**src/rtl/tus_pkg.sv**
```systemverilog
package tus_pkg;

    localparam int SYM     = 100000;
    localparam int SYM_W   = 17;
    localparam int VAL_W   = 32;
    localparam int ERR_W   = 24;
    localparam int TU_W    = 7;
    localparam int FR_W    = 4;
    localparam int DVS_W   = 19;
    localparam int TU_TOP  = 64;
    localparam int TU_BOT  = 32;
    localparam int FR_MAX  = 15;
    localparam int LINK_LO = 162000;
    localparam int LINK_HI = 270000;

    typedef struct packed {
        logic [TU_W-1:0]  tu;
        logic [VAL_W-1:0] vint;
        logic [FR_W-1:0]  frac;
        logic             add;
        logic [ERR_W-1:0] err;
    } tus_cand_t;

    typedef enum logic [3:0] {
        ST_IDLE, ST_RATIO, ST_MUL, ST_LAUNCH, ST_INT, ST_SPLIT,
        ST_CEIL, ST_FLOOR, ST_RECIP_ADD, ST_RECIP_SUB, ST_EVAL, ST_FINISH
    } tus_state_e;

    function automatic logic [1:0] lane_shift(input logic [1:0] code);
        case (code)
            2'd0:    return 2'd0;
            2'd1:    return 2'd1;
            default: return 2'd2;
        endcase
    endfunction

    function automatic logic [DVS_W-1:0] link_rate(input logic sel);
        return sel ? DVS_W'(LINK_HI) : DVS_W'(LINK_LO);
    endfunction

endpackage

```
**src/rtl/tus_divider.sv**
```systemverilog
module tus_divider #(
    parameter int DIV_W   = 40,
    parameter int DVS_W   = 19,
    parameter int SHORT_W = 17
) (
    input  logic             clk,
    input  logic             rst,
    input  logic             go,
    input  logic             short_op,
    input  logic [DIV_W-1:0] dividend,
    input  logic [DVS_W-1:0] divisor,
    output logic             fin,
    output logic [DIV_W-1:0] quo,
    output logic [DVS_W-1:0] rem
);
    localparam int CNT_W = $clog2(DIV_W + 1);

    logic [CNT_W-1:0] cnt;
    logic             busy;
    logic [DVS_W-1:0] d_q;
    logic [DVS_W:0]   r_sh;
    logic [DVS_W:0]   r_sub;
    logic             ge;

    always_comb begin
        r_sh  = {rem, quo[DIV_W-1]};
        r_sub = r_sh - {1'b0, d_q};
        ge    = r_sh >= {1'b0, d_q};
    end

    always_ff @(posedge clk) begin
        if (rst) begin
            quo  <= '0;
            rem  <= '0;
            d_q  <= '0;
            cnt  <= '0;
            busy <= 1'b0;
            fin  <= 1'b0;
        end else begin
            fin <= 1'b0;
            if (go && !busy) begin
                quo  <= short_op ? (dividend << (DIV_W - SHORT_W)) : dividend;
                rem  <= '0;
                d_q  <= divisor;
                cnt  <= short_op ? CNT_W'(SHORT_W) : CNT_W'(DIV_W);
                busy <= 1'b1;
            end else if (busy) begin
                rem <= ge ? r_sub[DVS_W-1:0] : r_sh[DVS_W-1:0];
                quo <= {quo[DIV_W-2:0], ge};
                cnt <= cnt - 1'b1;
                if (cnt == CNT_W'(1)) begin
                    busy <= 1'b0;
                    fin  <= 1'b1;
                end
            end
        end
    end


    rem_bound_chk: assert property (@(posedge clk) disable iff (rst)
        fin |-> (rem < d_q));


    fin_after_busy_chk: assert property (@(posedge clk) disable iff (rst)
        fin |-> !busy);

endmodule

```
**src/rtl/tus_best_keeper.sv**
```systemverilog
module tus_best_keeper
    import tus_pkg::*;
(
    input  logic             clk,
    input  logic             rst,
    input  logic             clr,
    input  logic             upd,
    input  tus_cand_t        cand,
    output logic             better,
    output logic             found,
    output logic [TU_W-1:0]  best_tu,
    output logic [VAL_W-1:0] best_vint,
    output logic [FR_W-1:0]  best_frac,
    output logic             best_add
);
    logic [ERR_W-1:0] best_err;

    assign better = upd && (cand.err < best_err);

    always_ff @(posedge clk) begin
        if (rst || clr) begin
            best_tu   <= '0;
            best_vint <= '0;
            best_frac <= '0;
            best_add  <= 1'b0;
            best_err  <= ERR_W'(TU_TOP * SYM);
            found     <= 1'b0;
        end else if (better) begin
            best_tu   <= cand.tu;
            best_vint <= cand.vint;
            best_frac <= cand.frac;
            best_add  <= cand.add;
            best_err  <= cand.err;
            found     <= 1'b1;
        end
    end


    err_monotone_chk: assert property (@(posedge clk) disable iff (rst)
        !clr |=> (best_err <= $past(best_err)));

endmodule

```
**src/rtl/tus_search.sv**
```systemverilog
module tus_search
    import tus_pkg::*;
#(
    parameter int CLK_W = 20,
    parameter int BPP_W = 6
) (
    input  logic             clk,
    input  logic             rst,
    input  logic             start,
    input  logic [CLK_W-1:0] pix_clk,
    input  logic [BPP_W-1:0] bpp,
    input  logic [1:0]       lane_code,
    input  logic             link_sel,
    output logic             done,
    output logic             fail,
    output logic [TU_W-1:0]  tu_size,
    output logic [VAL_W-1:0] vtu_int,
    output logic [FR_W-1:0]  vtu_frac,
    output logic             vtu_add
);
    localparam int PROD_W = CLK_W + BPP_W;
    localparam int DIV_W  = PROD_W - 3 + SYM_W;
    localparam logic [SYM_W-1:0] SYM_V  = SYM_W'(SYM);
    localparam logic [SYM_W-1:0] HALF_V = SYM_W'(SYM / 2);

    tus_state_e       st;
    logic [VAL_W-1:0] ratio_q, tv_q, vint_q;
    logic [SYM_W-1:0] rmd_q;
    logic [TU_W-1:0]  tu_q;
    logic [FR_W-1:0]  frac_q;
    logic             add_q, ok_q;
    logic [ERR_W-1:0] err_q;

    logic             div_go, div_short, div_fin;
    logic [DIV_W-1:0] div_a, div_quo;
    logic [DVS_W-1:0] div_b, div_rem;

    logic [PROD_W-1:0] prod, lane_rate;
    logic [DIV_W-1:0]  ratio_num;
    logic [SYM_W:0]    f_ceil;
    logic              ceil_fits;
    logic [FR_W-1:0]   f_floor;
    logic [ERR_W-1:0]  err_add, err_sub, err_none;

    tus_cand_t        cand;
    logic             keep_clr, keep_upd, keep_better, keep_found;
    logic [TU_W-1:0]  best_tu;
    logic [VAL_W-1:0] best_vint;
    logic [FR_W-1:0]  best_frac;
    logic             best_add;

    always_comb begin
        prod      = PROD_W'(pix_clk) * PROD_W'(bpp);
        lane_rate = (prod >> 3) >> lane_shift(lane_code);
        ratio_num = DIV_W'(lane_rate) * DIV_W'(SYM);
        f_ceil    = {1'b0, div_quo[SYM_W-1:0]} + {{SYM_W{1'b0}}, (div_rem != '0)};
        ceil_fits = f_ceil <= (SYM_W+1)'(FR_MAX);
        f_floor   = (div_quo > DIV_W'(FR_MAX)) ? FR_W'(FR_MAX) : div_quo[FR_W-1:0];
        err_add   = ERR_W'(SYM) - ERR_W'(div_quo[SYM_W-1:0]) - ERR_W'(rmd_q);
        err_sub   = ERR_W'(div_quo[SYM_W-1:0]) - ERR_W'(rmd_q);
        err_none  = ERR_W'(SYM) - ERR_W'(rmd_q);
        cand      = '{tu: tu_q, vint: vint_q, frac: frac_q, add: add_q, err: err_q};
        keep_clr  = (st == ST_IDLE) && start;
        keep_upd  = (st == ST_EVAL) && ok_q;
    end

    tus_divider #(.DIV_W(DIV_W), .DVS_W(DVS_W), .SHORT_W(SYM_W)) i_div (
        .clk      (clk),
        .rst      (rst),
        .go       (div_go),
        .short_op (div_short),
        .dividend (div_a),
        .divisor  (div_b),
        .fin      (div_fin),
        .quo      (div_quo),
        .rem      (div_rem)
    );

    tus_best_keeper i_keep (
        .clk       (clk),
        .rst       (rst),
        .clr       (keep_clr),
        .upd       (keep_upd),
        .cand      (cand),
        .better    (keep_better),
        .found     (keep_found),
        .best_tu   (best_tu),
        .best_vint (best_vint),
        .best_frac (best_frac),
        .best_add  (best_add)
    );

    always_ff @(posedge clk) begin
        if (rst) begin
            st        <= ST_IDLE;
            ratio_q   <= '0;
            tv_q      <= '0;
            vint_q    <= '0;
            rmd_q     <= '0;
            tu_q      <= '0;
            frac_q    <= '0;
            add_q     <= 1'b0;
            ok_q      <= 1'b0;
            err_q     <= '0;
            div_go    <= 1'b0;
            div_short <= 1'b0;
            div_a     <= '0;
            div_b     <= '0;
            done      <= 1'b0;
            fail      <= 1'b0;
            tu_size   <= '0;
            vtu_int   <= '0;
            vtu_frac  <= '0;
            vtu_add   <= 1'b0;
        end else begin
            done   <= 1'b0;
            div_go <= 1'b0;
            case (st)
                ST_IDLE: if (start) begin
                    div_go    <= 1'b1;
                    div_short <= 1'b0;
                    div_a     <= ratio_num;
                    div_b     <= link_rate(link_sel);
                    st        <= ST_RATIO;
                end
                ST_RATIO: if (div_fin) begin
                    ratio_q <= div_quo[VAL_W-1:0];
                    tu_q    <= TU_W'(TU_TOP);
                    st      <= ST_MUL;
                end
                ST_MUL: begin
                    tv_q <= ratio_q * {{(VAL_W-TU_W){1'b0}}, tu_q};
                    st   <= ST_LAUNCH;
                end
                ST_LAUNCH: begin
                    div_go    <= 1'b1;
                    div_short <= 1'b0;
                    div_a     <= DIV_W'(tv_q);
                    div_b     <= DVS_W'(SYM);
                    st        <= ST_INT;
                end
                ST_INT: if (div_fin) begin
                    vint_q <= div_quo[VAL_W-1:0];
                    rmd_q  <= div_rem[SYM_W-1:0];
                    st     <= ST_SPLIT;
                end
                ST_SPLIT: begin
                    ok_q <= 1'b1;
                    if (rmd_q == '0) begin
                        ok_q   <= (vint_q != '0);
                        vint_q <= vint_q - 1'b1;
                        frac_q <= FR_W'(1);
                        add_q  <= 1'b0;
                        err_q  <= '0;
                        st     <= ST_EVAL;
                    end else begin
                        div_go    <= 1'b1;
                        div_short <= 1'b1;
                        div_a     <= DIV_W'(SYM);
                        if (rmd_q >= HALF_V) begin
                            div_b <= DVS_W'(SYM_V - rmd_q);
                            st    <= ST_CEIL;
                        end else begin
                            div_b <= DVS_W'(rmd_q);
                            st    <= ST_FLOOR;
                        end
                    end
                end
                ST_CEIL: if (div_fin) begin
                    if (ceil_fits) begin
                        frac_q    <= f_ceil[FR_W-1:0];
                        add_q     <= 1'b1;
                        div_go    <= 1'b1;
                        div_short <= 1'b1;
                        div_a     <= DIV_W'(SYM);
                        div_b     <= DVS_W'(f_ceil);
                        st        <= ST_RECIP_ADD;
                    end else begin
                        frac_q <= FR_W'(1);
                        add_q  <= 1'b0;
                        err_q  <= err_none;
                        st     <= ST_EVAL;
                    end
                end
                ST_FLOOR: if (div_fin) begin
                    frac_q    <= f_floor;
                    add_q     <= 1'b0;
                    div_go    <= 1'b1;
                    div_short <= 1'b1;
                    div_a     <= DIV_W'(SYM);
                    div_b     <= DVS_W'(f_floor);
                    st        <= ST_RECIP_SUB;
                end
                ST_RECIP_ADD: if (div_fin) begin
                    err_q <= err_add;
                    st    <= ST_EVAL;
                end
                ST_RECIP_SUB: if (div_fin) begin
                    err_q <= err_sub;
                    st    <= ST_EVAL;
                end
                ST_EVAL: begin
                    if ((keep_better && err_q == '0) || tu_q == TU_W'(TU_BOT)) begin
                        st <= ST_FINISH;
                    end else begin
                        tu_q <= tu_q - 1'b1;
                        st   <= ST_MUL;
                    end
                end
                ST_FINISH: begin
                    done     <= 1'b1;
                    fail     <= !keep_found;
                    tu_size  <= best_tu;
                    vtu_int  <= best_vint;
                    vtu_frac <= best_frac;
                    vtu_add  <= best_add;
                    st       <= ST_IDLE;
                end
                default: st <= ST_IDLE;
            endcase
        end
    end


    done_pulse_chk: assert property (@(posedge clk) disable iff (rst)
        done |=> !done);


    result_hold_chk: assert property (@(posedge clk) disable iff (rst)
        !$stable({fail, tu_size, vtu_int, vtu_frac, vtu_add}) |-> done);


    tu_range_chk: assert property (@(posedge clk) disable iff (rst)
        (done && !fail) |-> (tu_size >= TU_W'(TU_BOT) && tu_size <= TU_W'(TU_TOP)));


    frac_range_chk: assert property (@(posedge clk) disable iff (rst)
        (done && !fail) |-> (vtu_frac >= FR_W'(1) && vtu_frac <= FR_W'(FR_MAX)));


    add_frac_chk: assert property (@(posedge clk) disable iff (rst)
        (done && vtu_add) |-> (vtu_frac >= FR_W'(2)));


    fail_zero_chk: assert property (@(posedge clk) disable iff (rst)
        (done && fail) |-> (tu_size == '0 && vtu_int == '0 && vtu_frac == '0 && !vtu_add));


    early_stop_chk: assert property (@(posedge clk) disable iff (rst)
        (st == ST_EVAL && ok_q && err_q == '0) |=> (st == ST_FINISH));

endmodule

```
**config.mk**
```make
export PLATFORM = sky130hd
export DESIGN_NAME = tus_search
export DESIGN_NICKNAME = d
export VERILOG_FILES = /design/src/rtl/tus_pkg.sv /design/src/rtl/tus_divider.sv /design/src/rtl/tus_best_keeper.sv /design/src/rtl/tus_search.sv
export SDC_FILE = /design/constraint.sdc
export NUM_CORES = 2
export LEC_CHECK = 0
export ABC_AREA = 1
export BUFFER_PORTS_ARGS = -buffer_cell sky130_fd_sc_hd__buf_2
export CAP_MARGIN = 5
export CORE_ASPECT_RATIO = 1.4
export CORE_UTILIZATION = 40
export CTS_CLUSTER_SIZE = 20
export DETAILED_ROUTE_END_ITERATION = 10
export SYNTH_ARGS = -nofsm -noshare
export SYNTH_HDL_FRONTEND = slang
export SYNTH_SLANG_ARGS = --single-unit
```
**constraint.sdc**
```tcl
create_clock -name clk -period 8.4 [get_ports clk]
set_clock_uncertainty 0.15 [all_clocks]
set_input_delay 0 -clock clk [delete_from_list [all_inputs] [get_ports clk]]
set_output_delay 0 -clock clk [all_outputs]
set_load 0.02 [all_outputs]
```
==> out/qor.yml <==
cells_and_area:
  drive_above_1_share: 0.06215
  antenna_cells: 0
  syn2layout_area_growth_pct: 9.266
  nets: 6326
clocking:
  h-tree-depth: 2
  cts_tree: "yes"
  root_buffer: "clkbuf_16"
  clockBufferDepth: 3
  clock-sinks: 407
  cts.clk_slew.worst_paths_ns: 0.07
  cts_buffers: 43
  insertion_delay_ns: 0.62
logic_synthesis:
  syn_nets: 6298
  ys_async_sr_fraction: 0
  yosys_register_bits: 407
  avgSynthCellArea_um2: 6.713
  yosysTopAreaCell: "dfxtp_1"
  netlist_area_um2: 38350
  synth-edff-count: 0
  yosys.cell_count.top_type: "nand2_1"
  synth_top_area_share: 0.2125
  yosysWarnings: 0
  ys.flop_type: "dfxtp_1"
  synth_common_cells: "nand2_1, inv_1, nor2_1"
  synthesis.instances: 5713
  synth.distinct_cells: 55
  seq_area_frac_synth: 0.2125
  synth.top_cells.by_area: "dfxtp_1, fa_1, nand2_1, inv_1, ha_1"
timing:
  whs_ns: 0.1650
  finalCritPeriodShare: 0.9380
  rsz0062_at_grt: "false"
  slew_viol_final: 0
  max_slew_margin: 0.2684
  worst_pin_slew_ns: 1.096
  max_freq_mhz: 126.9
  final-setup-viol-count: 0
  hold_viol_final: 0
  finalCriticalPeriod_ns: 7.879
worst_setup_path:
  critPathCaptureType: "flip-flop"
  worstPathMaxFanout: 14
  required_ns: 8.74
  cp-start-kind: "input pin"
  crit_path_max_incr_delay_ns: 0.54
  cp_common_cell: "inv_1"
  critPathArrivalTime_ns: 8.21
  critPathSlowestCell: "fa_1"
  path_class: "input pin to flip-flop"
place:
  place_hpwl_um: 98180
  portBuffers: 77
  gp_congestion: 0.9856
die:
  ioPinCount: 78
  die_w_um: 263.7
  dieArea_um2: 97130
  start_util: 0.4027
  die_h_um: 368.4
  rows: 134
  core_um2: 95230
route:
  vias_per_cell: 5.237
  drt_iter0_markers: 2425
  final_antenna_net_count: 0
  wire_per_inst_um: 17.81
  wl_um: 124600
  dr.pass1.iters: 6
  drc: 0
  vias: 36656
grt:
  grt_first_pass_wirelength_um: 197300
  grt.overflow.total: 0
  grt_antenna_before_repair: 0
  grt_max_degree: 81
  grt_pass1_vias: 36067
  grt.total_usage: 0.2550
hold_path:
  hold_path_class: "input pin to flip-flop"
status:
  status: "completed"
job:
  maxCapViolations: 0
==> logic make-up after synthesis <==
| family | share of synthesized area |
|---|---|
| AND/OR/NAND/NOR | 0.2648 |
| buffers and inverters | 0.1221 |
| AO/OA/AOI/OAI | 0.1426 |
| adder cells (fa/ha/maj) | 0.2341 |
| flip-flops | 0.2125 |
| XOR/XNOR | 0.02398 |
==> per-layer routing <==
metal / GRT usage / routed length [um]
met5: 0 / 0
met2: 0.4741 / 64200
met3: 0.01625 / 4309
met4: 0.1155 / 6090
met1: 0.2971 / 50040
==> cells in the final DEF, fill, tap and decap left out, types with 58 or more instances in the layout <==
cell | netlist | final
nand2_1 | 1385 | 1385
nand3_1 | 304 | 304
inv_1 | 959 | 958
fa_1 | 274 | 274
o211ai_1 | 58 | 58
xor2_1 | 81 | 81
buf_2 | 20 | 72
dfxtp_1 | 407 | 407
o21ai_0 | 311 | 311
a21oi_1 | 437 | 437
ha_1 | 279 | 279
nor2_1 | 532 | 526
nand4_1 | 90 | 90
buf_4 | 8 | 144
==> final cells by class <==
class / count / area, um2
multi-input combinational: 4088 / 25540
tap: 1224 / 1531
clock buffer: 49 / 1159
clock inverter: 31 / 342.8
timing repair buffer: 224 / 1513
fill: 10079 / 53330
inverter: 977 / 3670
sequential: 407 / 8148
==> metrics by stage <==
| stage | instances | TNS [ns] | util | setup slack, ns | cell area [um2] |
|---|---|---|---|---|---|
| 4_1_cts | 7000 | 0 | 0.4399 | 0.4550 | 41890 |
| 3_3_place_gp | 6917 | -0.3562 | 0.4238 | -0.1683 | 40360 |
| 2_1_floorplan | 5713 | 0 | - | 0.6078 | 38350 |
| 6_report | 7000 | 0 | 0.4400 | 0.5210 | 41900 |
| 3_5_place_dp | 6917 | -0.3596 | 0.4238 | -0.1464 | 40360 |
| 5_1_grt | 7000 | 0 | 0.4400 | 0.01767 | 41900 |
==> what timing repair did <==
item,4_1_cts,5_1_grt
buffers inserted,0,0
hold endpoints to repair,33,0
resized for setup,0,4
endpoints found under the setup margin,0,8
hold buffers,3,0
==> worst max-delay path, delay by kind of cell <==
kind / cells / cell delay (ns)
adder cells (fa/ha/maj): 10 / 4.34
AO/OA/AOI/OAI: 7 / 1.49
AND/OR/NAND/NOR: 9 / 1.26
buffers and inverters: 11 / 1.09
==> sequential cells by signal, summed over array words and instances, names as in the netlist, 6 cells and up <==
register and count:
div_a 40, rmd_q 17, vint_q 32, err_q 19, i_div.quo 40, tu_size 7
i_keep.best_vint 32, i_div.cnt 6, vtu_int 32, div_b 19, tu_q 7, ratio_q 32
i_div.rem 19, i_keep.best_err 20, i_div.d_q 19, i_keep.best_tu 7, tv_q 32
==> worst paths after layout <==
kind / from / cells past startpoint / endpoint / slack [ns]
worst min-delay path: lane_code[1] / 6 / div_a[6] / 0.16
worst max-delay path: bpp[0] / 37 / div_a[24] / 0.52
worst max register to register: tu_q[5] / 19 / tv_q[27] / 2.63
worst min register to register: div_b[17] / 2 / i_div.d_q[17] / 0.30
Power is not shown: default switching activity piles up to over one toggle a cycle in this logic, so the estimate is an artifact.
